`src/rtl/cmdw_pkg.sv`:
```
package cmdw_pkg;
    localparam int BYTE_W     = 8;
    localparam int WORD_BYTES = 4;
    localparam int WORD_W     = BYTE_W * WORD_BYTES;

    localparam logic [BYTE_W-1:0] SYNC_HI_B   = 8'hAA;
    localparam logic [BYTE_W-1:0] SYNC_LO_B   = 8'h55;
    localparam logic [BYTE_W-1:0] PATH_SERIAL = 8'hEE;
    localparam logic [BYTE_W-1:0] PATH_NET    = 8'hFF;
    localparam logic [BYTE_W-1:0] OP_START    = 8'hA0;
    localparam logic [BYTE_W-1:0] OP_STOP     = 8'hB1;
    localparam logic [BYTE_W-1:0] OP_RESET    = 8'hC1;

    typedef enum logic [1:0] {
        ASM_HUNT,
        ASM_SYNC_HI,
        ASM_SYNC_LO,
        ASM_SELECT
    } asm_state_t;

    typedef enum logic [2:0] {
        ACT_NONE,
        ACT_START,
        ACT_STOP,
        ACT_RESET,
        ACT_BAD
    } act_t;

    typedef enum logic {
        CAP_OFF,
        CAP_ON
    } cap_state_t;
endpackage

```
`src/rtl/cmdw_assembler.sv`:
```
module cmdw_assembler
    import cmdw_pkg::*;
(
    input  logic              clk,
    input  logic              rst,
    input  logic              rx_valid,
    input  logic [BYTE_W-1:0] rx_byte,
    output logic [WORD_W-1:0] word,
    output logic              word_vld
);
    asm_state_t state, state_nx;

    // State register
    always_ff @(posedge clk) begin
        if (rst) state <= ASM_HUNT;
        else     state <= state_nx;
    end

    // Transitions
    always_comb begin
        state_nx = state;
        unique case (state)
            ASM_HUNT: begin
                if (rx_valid && rx_byte == SYNC_HI_B) state_nx = ASM_SYNC_HI;
            end
            ASM_SYNC_HI: begin
                if (rx_valid) begin
                    if (rx_byte == SYNC_LO_B)      state_nx = ASM_SYNC_LO;
                    else if (rx_byte == SYNC_HI_B) state_nx = ASM_SYNC_HI;
                    else                           state_nx = ASM_HUNT;
                end
            end
            ASM_SYNC_LO: begin
                if (rx_valid) state_nx = ASM_SELECT;
            end
            ASM_SELECT: begin
                if (rx_valid) state_nx = ASM_HUNT;
            end
        endcase
    end

    // Outputs: the last four accepted bytes, and a completion strobe
    always_ff @(posedge clk) begin
        if (rst) begin
            word     <= '0;
            word_vld <= 1'b0;
        end else begin
            word_vld <= rx_valid && (state == ASM_SELECT);
            if (rx_valid) word <= {word[WORD_W-BYTE_W-1:0], rx_byte};
        end
    end
endmodule

```
`src/rtl/cmdw_decode.sv`:
```
module cmdw_decode
    import cmdw_pkg::*;
(
    input  logic [WORD_W-1:0] word,
    input  logic              word_vld,
    input  logic              net_sel,
    output act_t              act
);
    localparam int OP_LO   = 0;
    localparam int PATH_LO = BYTE_W;
    localparam int SYNC_LO = 2 * BYTE_W;

    logic [BYTE_W-1:0]   path_want;
    logic [2*BYTE_W-1:0] sync_f;
    logic [BYTE_W-1:0]   path_f;
    logic [BYTE_W-1:0]   op_f;

    assign path_want = net_sel ? PATH_NET : PATH_SERIAL;
    assign sync_f    = word[SYNC_LO +: 2*BYTE_W];
    assign path_f    = word[PATH_LO +: BYTE_W];
    assign op_f      = word[OP_LO +: BYTE_W];

    always_comb begin
        act = ACT_NONE;
        if (word_vld) begin
            if (sync_f != {SYNC_HI_B, SYNC_LO_B} || path_f != path_want)
                act = ACT_BAD;
            else if (op_f == OP_START) act = ACT_START;
            else if (op_f == OP_STOP)  act = ACT_STOP;
            else if (op_f == OP_RESET) act = ACT_RESET;
            else                       act = ACT_BAD;
        end
    end
endmodule

```
`src/rtl/cmd_word_decoder.sv`:
```
module cmd_word_decoder
    import cmdw_pkg::*;
(
    input  logic       clk,
    input  logic       rst,
    input  logic       rx_valid,
    input  logic [7:0] rx_byte,
    input  logic       net_sel,
    output logic       capture_en,
    output logic       reset_pulse,
    output logic       bad_word
);
    logic [WORD_W-1:0] word;
    logic              word_vld;
    act_t              act;
    cap_state_t        cap, cap_nx;

    cmdw_assembler u_asm (
        .clk     (clk),
        .rst     (rst),
        .rx_valid(rx_valid),
        .rx_byte (rx_byte),
        .word    (word),
        .word_vld(word_vld)
    );

    cmdw_decode u_dec (
        .word    (word),
        .word_vld(word_vld),
        .net_sel (net_sel),
        .act     (act)
    );

    // Control state register
    always_ff @(posedge clk) begin
        if (rst) cap <= CAP_OFF;
        else     cap <= cap_nx;
    end

    always_comb begin
        cap_nx = cap;
        unique case (cap)
            CAP_OFF: if (act == ACT_START) cap_nx = CAP_ON;
            CAP_ON:  if (act == ACT_STOP || act == ACT_RESET) cap_nx = CAP_OFF;
        endcase
    end

    // Strobe outputs
    always_ff @(posedge clk) begin
        if (rst) begin
            reset_pulse <= 1'b0;
            bad_word    <= 1'b0;
        end else begin
            reset_pulse <= (act == ACT_RESET);
            bad_word    <= (act == ACT_BAD);
        end
    end

    assign capture_en = (cap == CAP_ON);
endmodule

```
`config.mk`:
```
export PLATFORM = sky130hd
export DESIGN_NAME = cmd_word_decoder
export DESIGN_NICKNAME = d
export VERILOG_FILES = /design/src/rtl/cmdw_pkg.sv /design/src/rtl/cmdw_assembler.sv /design/src/rtl/cmdw_decode.sv /design/src/rtl/cmd_word_decoder.sv
export SDC_FILE = /design/constraint.sdc
export NUM_CORES = 1
export LEC_CHECK = 0
export BUFFER_PORTS_ARGS = -buffer_cell sky130_fd_sc_hd__buf_2
export CORE_MARGIN = 5
export CORE_UTILIZATION = 60
export CTS_BUF_LIST = sky130_fd_sc_hd__clkbuf_8
export DETAILED_ROUTE_END_ITERATION = 6
export PLACE_DENSITY = 0.81
export SLEW_MARGIN = 20
export SYNTH_ARGS = -nofsm -noshare
export SYNTH_HDL_FRONTEND = slang
export SYNTH_SLANG_ARGS = --single-unit
```
`constraint.sdc`:
```
create_clock -name clk -period 1.85 [get_ports clk]
set_input_delay 0.2775 -clock clk [delete_from_list [all_inputs] [get_ports clk]]
set_output_delay 0.2775 -clock clk [all_outputs]
set_load 0.005 [all_outputs]
```
==> impl_results.md <==
- Critical path required time: 2.06 ns
- Ys async rst share: 0%
- Num CTS Buffers: 5
- Top_reg_cell synth: dfxtp_1
- Final net count: about 180
- Switching Fraction: 23.1%
- Rel. slew slack: 67.9%
- Clock Latency Late Sink: 0.29 ns
- Post-Layout Cell Count: 200
- Pre-antenna DRT Iters: 4
- Critical Path Source Type: register
- Share of post-route cells with drive strength above 1: 17.6%
- Clk sinks: 38
- Status: complete, no violations
- Antenna viol nets, final: 0
- Cts hold-fix bufs: 0
- CTS tree: built
- Maximum vdd ir drop: 0.744 mV
- Final Core Density: 70.4%
- Hold crit path type: in2reg
- Synthesized cell area: 0.00157 mm^2
- Vias per cell: 5.58
- Hpwl dp: ~2100 um
- Syn Nets: 166
- Initial Util: 63.0%
- Reg power frac: 57.8%
- Die Ht: 61.2 um
- Post-Synth Adder-Cell Area: 0%
- Critical-path maximum fanout: 6
- Maximum buffer depth of the clock tree: 2
- Slew Viols, Final: 0
- Largest net degree at the start of global routing: 28
- Resize count post-CTS: 0
- Via count: 1115
- IO Pins: 15
- Starting DRT DRC Count: between 60 and 70
- Synth Area in Simple Gates: 23.8%
- Htree depth: 2
- PD cells: between 800 and 900 mW/mm^2
- YS warnings: 0
- Post-route cell area: between 0.0015 and 0.002 mm^2
- Post-CTS Setup Repair Bufs: 0
- Diode count: 0
- Placed cell area: 0.00168 mm^2
- GRT overflow: 0
- Synth Area in Compound Gates: about 4.5%
- Final GP Congestion: between 0.8 and 0.9
- Die W: 61.2 um
- Multiplexer share of the synthesized area: 21.1%
- Setup TNS: 0 ns
- Total GRT Usage: 18.6%
- Skew final: 0.00492 ns
- Leak Pwr: 0.775 nW
- Clock Pin Slew Worst Setup and Hold Paths: 0.07 ns
- Final Setup Violations: 0
- Core Footprint: around 0.0025 mm^2
- Average size of a mapped cell: 10.2 um^2
- Fin crit share: 87.9%
- Power share of the clock group: between 30% and 40%
- WL/cell: 14.8 um
- XOR/XNOR Fraction of Synth Area: 0%
- Final hold vios: 0
- DRC violations left: 0
- RSZ-0062 raised after global routing: false
- Die ar.: 0.00375 mm^2
- Crit end category: register
- First-pass GRT wire length: 4970 um
- Antenna violations before repair: 0
- Cells after synthesis: around 150
- Rows: 18
- Min Tclk post-route: 1.63 ns
- Post-synth EDFFs: 0
- Slew @ Worst Pin: 0.482 ns
- Part of the power in combinational logic: 7.8%
- Placed Cells: between 150 and 200
- Clock root buffer: clkbuf_8
- Sequential fraction of the synthesis area: 48.3%
- Routed wire length: 2950 um
- CP Data Arrival Time: 1.84 ns
- Count of cell types in the netlist: 30
- Filler cell count: about 200
- Vias in the first global route: 1126
- Int Power: around 1.1 mW
- Synthesized flop and latch total: 38
- Crit Path Category: reg2reg
- Layout area overhead: 11.8%
- Largest family of logic cells by synthesized area: simple AND/OR/NAND/NOR gates
- Max-cap violations: 0
- Fmax: a little over 600 MHz
- Sw power: 0.344 mW
- Input/output buffers: 14
-- power groups by stage --
stage,Clock (mW),Combinational (mW),Sequential (mW)
final,0.511,0.116,0.860
after global routing,0.569,0.128,0.863
after CTS,0.525,0.116,0.860
after detailed placement,0,0.115,0.878
after global placement,0,0.111,0.877
after floorplan,0,0.0834,0.871
-- cell type report --
class / count / area, um^2 / area share (%)
clock inverter: 2 / 7.51 / 0.427
clock buffer: 5 / 68.8 / 3.91
timing repair buffer: 17 / 105 / 5.97
multi-input combinational: 107 / 776 / 44.1
inverter: 1 / 3.75 / 0.213
sequential: 38 / 761 / 43.2
tap: 30 / 37.5 / 2.13
-- cells by family (layout without fill, tap and decap cells) --
logic type,count (synthesis),after routing
AND/OR/NAND/NOR,66,66
flip-flops,38,38
multiplexers,33,33
buffers and inverters,9,25
AO/OA/AOI/OAI,8,8
-- flip-flops by register name, indices dropped and copies added, names as in the netlist, named ones only --
| name | cells |
|---|---|
| bad_word | 1 |
| u_asm.word | 32 |
| u_asm.word_vld | 1 |
| reset_pulse | 1 |
| capture_en | 1 |
| u_asm.state | 1 |
-- routing by layer --
layer	share of wire [%]	GRT usage, %	routed length (um)
met2	48	30.7	1420
met4	0.98	8.98	29
met3	4.1	7.76	121
met1	47	20.5	1380
met5	0	0	0
-- final timing paths --
kind,endpoint,cells past startpoint,start,slack [ns]
max,capture_en,4,u_asm.word[6],0.22
min,u_asm.word[3],3,rx_byte[3],0.26
min reg2reg,u_asm.word[25],2,u_asm.word[25],0.49
max reg2reg,capture_en,4,u_asm.word[6],0.22
-- synthesized netlist by cell type (2+ instances only) --
cell type / number / area share, %
mux2i_1: 32 / 20
nand2_1: 7 / 1.7
buf_2: 3 / 0.95
nor2_1: 35 / 8.3
nor3_1: 2 / 0.64
or4bb_1: 3 / 2.1
nor4bb_1: 3 / 1.9
a211oi_1: 2 / 0.95
nand3_1: 2 / 0.64
or4b_4: 2 / 1.7
nor3b_1: 2 / 0.95
dfxtp_1: 38 / 48
nand4_1: 2 / 0.79
clkbuf_1: 5 / 1.2
-- cell usage in the layout, fill, tap and decap left out, types with 2 or more instances in the layout --
| cell | synthesis | layout |
|---|---|---|
| mux2i_1 | 32 | 32 |
| nor3_1 | 2 | 2 |
| dfxtp_1 | 38 | 38 |
| nor2_1 | 35 | 35 |
| a211oi_1 | 2 | 2 |
| clkbuf_8 | 0 | 5 |
| buf_2 | 3 | 14 |
| nand3_1 | 2 | 2 |
| buf_4 | 0 | 2 |
| or4bb_1 | 3 | 3 |
| nand4_1 | 2 | 2 |
| nand2_1 | 7 | 7 |
| nor3b_1 | 2 | 2 |
| nor4bb_1 | 3 | 3 |
| inv_1 | 1 | 3 |
| or4b_4 | 2 | 2 |
-- per-stage QoR --
step	setup WS, ns	hold slack (ns)	power [mW]
4_1_cts	0.223	0.252	1.50
6_report	0.224	0.258	1.49
5_1_grt	0.144	0.275	1.56
3_5_place_dp	0.246	0.477	0.993
3_3_place_gp	0.277	0.468	0.988
2_1_floorplan	0.315	0.425	0.955
-- critical path: stages (launching register included) --
cell and delay, ns:
dfxtp_1 0.41, or4bb_1 0.55, a221oi_2 0.25, a31oi_1 0.13, a211oi_2 0.20
No activity file was read; power rests on OpenSTA's default activity.
